## config.mk

```make
export PLATFORM = sky130hd
export DESIGN_NAME = zero_init_ram
export DESIGN_NICKNAME = d
export VERILOG_FILES = /design/src/rtl/zinit_pkg.sv /design/src/rtl/zinit_seq.sv /design/src/rtl/zinit_wmux.sv /design/src/rtl/zinit_sram.sv /design/src/rtl/zero_init_ram.sv
export SDC_FILE = /design/constraint.sdc
export NUM_CORES = 1
export LEC_CHECK = 0
export BUFFER_PORTS_ARGS = -buffer_cell sky130_fd_sc_hd__buf_2
export CAP_MARGIN = 20
export CORE_ASPECT_RATIO = 0.5
export CORE_MARGIN = 10
export CORE_UTILIZATION = 25
export DETAILED_ROUTE_END_ITERATION = 6
export GPL_TIMING_DRIVEN = 0
export PLACE_DENSITY_LB_ADDON = 0.05
export SYNTH_ARGS = -nofsm -noshare
export SYNTH_HDL_FRONTEND = slang
export SYNTH_SLANG_ARGS = --single-unit
```

## constraint.sdc

```tcl
create_clock -name clk -period 3.7 [get_ports clk]
set_input_delay 0.74 -clock clk [delete_from_list [all_inputs] [get_ports clk]]
set_output_delay 0.74 -clock clk [all_outputs]
set_load 0.02 [all_outputs]
```

## src/rtl/zinit_pkg.sv

```systemverilog
package zinit_pkg;
    typedef enum logic {
        ST_CLEAR = 1'b0,
        ST_RUN   = 1'b1
    } zi_state_e;
endpackage

```

## src/rtl/zinit_seq.sv

```systemverilog
module zinit_seq
    import zinit_pkg::*;
#(
    parameter int DEPTH = 16,
    parameter int AW    = $clog2(DEPTH)
) (
    input  logic          clk,
    input  logic          rst,
    output logic          clr_sel,
    output logic [AW-1:0] clr_addr,
    output logic          ready
);
    localparam logic [AW-1:0] LAST_ADDR = AW'(DEPTH - 1);

    zi_state_e     state_q, state_d;
    logic [AW-1:0] cnt_q;
    logic          at_last;

    assign at_last = (cnt_q == LAST_ADDR);

    // state register
    always_ff @(posedge clk) begin
        if (rst) state_q <= ST_CLEAR;   // T_RESTART
        else     state_q <= state_d;
    end

    // next state
    always_comb begin
        state_d = state_q;
        unique case (state_q)
            ST_CLEAR: if (at_last) state_d = ST_RUN;  // T_DONE
            ST_RUN:   state_d = ST_RUN;
        endcase
    end

    // clear address counter
    always_ff @(posedge clk) begin
        if (rst)                    cnt_q <= '0;
        else if (state_q == ST_CLEAR) cnt_q <= at_last ? '0 : cnt_q + 1'b1;
    end

    // outputs
    always_comb begin
        clr_sel  = 1'b0;
        ready    = 1'b0;
        unique case (state_q)
            ST_CLEAR: clr_sel = 1'b1;
            ST_RUN:   ready   = 1'b1;
        endcase
        clr_addr = cnt_q;
    end
endmodule

```

## src/rtl/zinit_wmux.sv

```systemverilog
module zinit_wmux #(
    parameter int AW    = 4,
    parameter int WIDTH = 8
) (
    input  logic             clr_sel,
    input  logic [AW-1:0]    clr_addr,
    input  logic             usr_we,
    input  logic [AW-1:0]    usr_addr,
    input  logic [WIDTH-1:0] usr_data,
    output logic             mem_we,
    output logic [AW-1:0]    mem_addr,
    output logic [WIDTH-1:0] mem_data
);
    always_comb begin
        if (clr_sel) begin
            mem_we   = 1'b1;
            mem_addr = clr_addr;
            mem_data = '0;
        end else begin
            mem_we   = usr_we;
            mem_addr = usr_addr;
            mem_data = usr_data;
        end
    end
endmodule

```

## src/rtl/zinit_sram.sv

```systemverilog
module zinit_sram #(
    parameter int DEPTH = 16,
    parameter int WIDTH = 8,
    parameter int AW    = $clog2(DEPTH)
) (
    input  logic             clk,
    input  logic             we,
    input  logic [AW-1:0]    waddr,
    input  logic [WIDTH-1:0] wdata,
    input  logic [AW-1:0]    raddr,
    output logic [WIDTH-1:0] rdata
);
    logic [WIDTH-1:0] store [DEPTH];

    always_ff @(posedge clk) begin
        if (we) store[waddr] <= wdata;
    end

    always_ff @(posedge clk) begin
        rdata <= store[raddr];
    end
endmodule

```

## src/rtl/zero_init_ram.sv

```systemverilog
module zero_init_ram #(
    parameter int DEPTH = 16,
    parameter int WIDTH = 8,
    localparam int AW   = $clog2(DEPTH)
) (
    input  logic             clk,
    input  logic             rst,
    input  logic             wr_en,
    input  logic [AW-1:0]    wr_addr,
    input  logic [WIDTH-1:0] wr_data,
    input  logic [AW-1:0]    rd_addr,
    output logic [WIDTH-1:0] rd_data,
    output logic             ready
);
    logic             clr_sel;
    logic [AW-1:0]    clr_addr;
    logic             mem_we;
    logic [AW-1:0]    mem_addr;
    logic [WIDTH-1:0] mem_data;

    zinit_seq #(.DEPTH(DEPTH), .AW(AW)) u_seq (
        .clk(clk), .rst(rst),
        .clr_sel(clr_sel), .clr_addr(clr_addr), .ready(ready)
    );

    zinit_wmux #(.AW(AW), .WIDTH(WIDTH)) u_wmux (
        .clr_sel(clr_sel), .clr_addr(clr_addr),
        .usr_we(wr_en), .usr_addr(wr_addr), .usr_data(wr_data),
        .mem_we(mem_we), .mem_addr(mem_addr), .mem_data(mem_data)
    );

    zinit_sram #(.DEPTH(DEPTH), .WIDTH(WIDTH), .AW(AW)) u_sram (
        .clk(clk), .we(mem_we), .waddr(mem_addr), .wdata(mem_data),
        .raddr(rd_addr), .rdata(rd_data)
    );
endmodule

```

# After elaboration in Yosys (flattened, before gate mapping)
# Memory sizes are Yosys's and may differ from the RTL's. A register that Yosys moved wholly into a read port is not among the register bits.
# Index checks and enable logic that the tools add are counted.
# word_totals
romBits	0
regBits	5
wordCells	15
mem_bits_rw	128
mem_count	1
latchBits	0
in_bits	19
out_inout_bits	9
# classes
bitwise	1
div_mod_pow	0
order_cmp	0
multipliers	0
n_eq_ne	1
shift	0
mux	9
add_sub_neg	1
reduce_logical	0
# mem_list
name	words	word_bits	rd	rd_ports_with_merged_regs	write_ports	line_no	text
u_sram.store	16	8	1	1	1	zinit_sram.sv:13	logic [WIDTH-1:0] store [DEPTH];
# op_table
op	n
4-bit 2-to-1 mux	2
8-bit 2-to-1 mux	1
1-bit 2-to-1 mux	5
4-bit by 1-bit adder with 4-bit output, second input constant	1
4-bit equality test, second input constant	1
1-bit one-hot mux with 2 select lines	1
1-bit NOT	1

# Longest topological paths before layout
# depth
depth_word	3
depth_mapped	5
depth_no_buf	4

# Cells and area by module
# Synthesis repeated with hierarchy kept, for this count alone.
# unflattened
hier_cells	265
hier_area_um2	5475.3
# modules_own_cells
mod	cells_each	n_inst	seq_area_each_um2	area_per_inst_um2
zinit_sram	229	1	4003.8	5147.4
zinit_seq	22	1	100.1	211.5
zinit_wmux	14	1	0.0	116.4

# Worst setup path before layout
# OpenSTA, ideal clock, no wires.
# synth_path
kind	reg2reg
from	reg u_seq.state_q
to	mem u_sram.store[1][0] (enable)
synth_period_minus_slack_ns	1.981
required_time_ns	3.330
path_stages_with_launch	6
path_slack_ns	1.719
arrival_ns	1.611
setup_ns	0.370
path_buffers	2
path_cell_list	dfxtp_1 buf_2 buf_1 nand2_1 o32a_1 nor2_1
# synth_via
elab_chain_len	3
elab_cells_between_ends	4
classes_between	mux (4)
# synth_rtl
item	line_no	text
from (decl)	zinit_seq.sv:15	zi_state_e state_q, state_d;
from (signal assigned)	zinit_seq.sv:24	else state_q <= state_d;
1-bit 2-to-1 mux	zinit_wmux.sv:15	if (clr_sel) begin
1-bit 2-to-1 mux	zinit_sram.sv:16	if (we) store[waddr] <= wdata;
1-bit 2-to-1 mux (not written as such)	zinit_sram.sv:16	
to (decl)	zinit_sram.sv:13	
# Several ways; a longest one is shown, not always the timed one.

# Worst setup path in the final report
# layout_path
from	reg u_seq.state_q
to	mem u_sram.store[2][1] (enable)
# Same word-level chain as after synthesis.

==> Flow_metrics.wiki <==
{| class="wikitable"
! Metric !! Value
|-
| Run status || complete, no violations
|-
| Synthesis-to-layout area growth || 20.1%
|-
| Post-Syn Instances || approximately 280
|-
| Classification of the worst setup path || reg -> reg
|-
| Synth Register Bits || approximately 140
|-
| Die area || approximately 29000 um^2
|-
| Worst setup slack for register-to-register paths || ~1200 ps
|-
| Share of the core filled with cells in the final layout || 30.5%
|-
| Final Critical Period || approximately 2500 ps
|-
| Mean number of vias per cell || about 4.3
|-
| Total global-route track usage || 9.83%
|-
| CTS max path bufs || 2
|-
| Slowest cell on the critical path || nor2_1
|-
| Final Skew || 10.7 ps
|-
| Clock network latency to the later pin of the worst-skew pair || 410 ps
|-
| CTS tree || built
|-
| Peak clock frequency supported by timing || around 400 MHz
|-
| Antenna Nets Post-Route || 0
|-
| Final period util || about two thirds
|-
| Starting utilization of the core area || approximately 25%
|-
| Number of buffers and inverters on the critical path || 2
|-
| CP startpoint kind || flip-flop
|-
| Proportion of synthesized chip area in sequential cells || between 70% and 80%
|-
| Count of yosys warnings during synthesis || 0
|-
| RePlAce Congestion || about 0.73
|-
| Total via count after detailed routing || approximately 2700
|-
| DRC viols || 0
|-
| Post-synth design cell area || roughly 5500 um^2
|-
| Ordered list of cells on the worst path || buf_2, buf_1, a32oi_1, nor2_1
|-
| Post-CTS Hold Fix Bufs || 0
|-
| Tightest Pin Transition || between 900 and 1000 ps
|-
| Maximum number of pins on one net before global-route repair || 17
|-
| Clock transition at the registers of the reported paths || about 60 ps
|-
| Peak fanout along the critical path || 10
|-
| Sum of net half-perimeters after detailed placement || between 9 and 10 mm
|-
| Vias in the first global route || roughly 3000
|-
| Number of endpoints with negative hold slack in the final report || 0
|-
| Required time worst endpoint || roughly 3700 ps
|-
| Total of buffers placed on input and output ports || 26
|-
| Ys flop type || edfxtp_1
|-
| Chip height || between 100 and 150 um
|-
| Clock sink count || approximately 140
|-
| Final slew viol count || 0
|-
| Final wirelength || about 14 mm
|-
| Floorplan core area || 21600 um^2
|-
| Die X || between 200 and 250 um
|-
| Reported leakage power || 0.00225 uW
|-
| Worst-case headroom to the max-slew limit || 39.1%
|-
| DRC violation total after the first TritonRoute iteration || between 150 and 200
|-
| Count of endpoints failing setup in the final report || 0
|-
| Count of pins on the block boundary || 28
|-
| Largest stage delay, worst path || about 800 ps
|-
| Count of nets after finishing || 343
|-
| Number of placement rows || 38
|-
| Number of max-cap violations || 0
|-
| Antenna violations before repair || 0
|-
| Post-CTS setup buffer count || 0
|-
| Endpoint arrival time on the critical path || roughly 2500 ps
|-
| Number of synthesized flops with an enable pin || approximately 130
|-
| First-pass GRT wire length || roughly 20 mm
|-
| Fraction of final layout cells with drive strength greater than 1 || approximately 25%
|-
| Gr ovfl total || 0
|-
| Setup total negative slack || 0 ps
|-
| Hold Crit Class || in -> reg
|-
| Number of iterations in the first detailed-routing pass || 4
|-
| Count of H-tree levels built during CTS || 4
|-
| Smallest setup slack after layout || 1200 ps
|-
| DP Worst Slack || about 1200 ps
|-
| RSZ-0062 raised after global routing || false
|-
| Power per standard cell area || 561 nW/um^2
|-
| Asr flop ratio synth || 0%
|-
| Distinct cell type count after synthesis || 33
|-
| Peak supply drop || 0.243 mV
|-
| Crit. End Element || flip-flop
|-
| Synthesized Nets || just under 300
|-
| Clock root buffer || clkbuf_16
|-
| Clock buffers created by TritonCTS || 17
|-
| Most frequent cells in the layout || edfxtp_1, buf_2, nor2_1
|-
| Average footprint of a synthesized cell || a little under 20 um^2
|-
| Wirelength per Cell || approximately 21 um
|-
| Most common cell after layout, fill and taps aside || edfxtp_1
|-
| # resized after CTS || 0
|-
| Category of cells accounting for the largest share of critical-path delay || simple AND/OR/NAND/NOR gates
|}
routing by layer:
metal | vias to the layer above | track usage [%] | part of all wire (%)
met1 | 1426 | 12.6 | 47
met3 | 8 | 3.66 | 6.1
met2 | 45 | 15.0 | 47
li1 | 1229 | - | -
met4 | 0 | 3.10 | 0.71
met5 | - | 0 | 0
cell type report:
| type | count | area (um^2) |
|---|---|---|
| inverter | 2 | 7.51 |
| buffer | 14 | 103 |
| sequential | 141 | 4100 |
| fill | 2144 | 15000 |
| antenna | 1 | 2.50 |
| clock inverter | 12 | 160 |
| clock buffer | 20 | 437 |
| tap | 300 | 375 |
| multi-input combinational | 121 | 1280 |
| timing repair buffer | 26 | 130 |
logic make-up (layout without fill, tap and decap cells):
logic type      after synthesis  in the layout  synth area share (%)
xor+xnor                      1              1                 0.159
compound gates               30             30                  3.89
simple gates                 56             56                  4.76
mux                          33             33                  14.3
buf+inv                      16             74                  2.00
other cells                   0              1                     0
fa+ha+maj                     1              1                 0.228
flops                       141            141                  74.7
power breakdown:
part	internal [uW]	total [uW]	switching [uW]
clock	1070	1740	672
sequential	1760	1770	11.7
combinational	75.8	193	118
state kept, by name (all words and copies together), names as in the netlist:
name,count
u_seq.state_q,1
u_sram.rdata,8
u_seq.clr_addr,4
u_sram.store,128
stage by stage:
stage | total power, uW | area (um^2) | instances | hold WS (ps)
6_report | 3710 | 6600 | 637 | 544
5_1_grt | 3840 | 6600 | 636 | 552
4_1_cts | 3760 | 6600 | 636 | 528
3_5_place_dp | 2010 | 6000 | 604 | 572
3_3_place_gp | 2000 | 6000 | 604 | 565
2_1_floorplan | 1920 | 5490 | 278 | 512
path summary, 6_finish.rpt:
kind	start	endpoint	cells past startpoint
worst max-delay path	u_seq.state_q$_SDFF_PP0_	u_sram.store[2][1]$_DFFE_PP_	4
worst min-delay path	rst	u_seq.clr_addr[3]$_SDFFE_PP0N_	2
worst max register to register	u_seq.state_q$_SDFF_PP0_	u_sram.store[2][1]$_DFFE_PP_	4
worst min register to register	u_seq.clr_addr[3]$_SDFFE_PP0N_	u_seq.clr_addr[3]$_SDFFE_PP0N_	2
Yosys cell counts, types with 2 or more instances:
master           number  area share, %
mux4_2               18            7.4
a21oi_1               5           0.46
buf_2                 4           0.36
nor2_1               24            1.6
clkbuf_1              2           0.14
a32oi_1               2           0.32
mux4_1               14            6.7
clkdlybuf4s25_2       3           0.55
a22oi_1              16            2.2
o21a_1                2           0.27
edfxtp_1            128             70
nor2b_1               4           0.46
and2_1                9            1.0
buf_6                 3           0.61
nand2_1              11           0.75
a31oi_1               2           0.23
nor3_1                2           0.18
dfxtp_1              13            4.7
inv_1                 2           0.14
No activity file was read; power rests on OpenSTA's default activity.
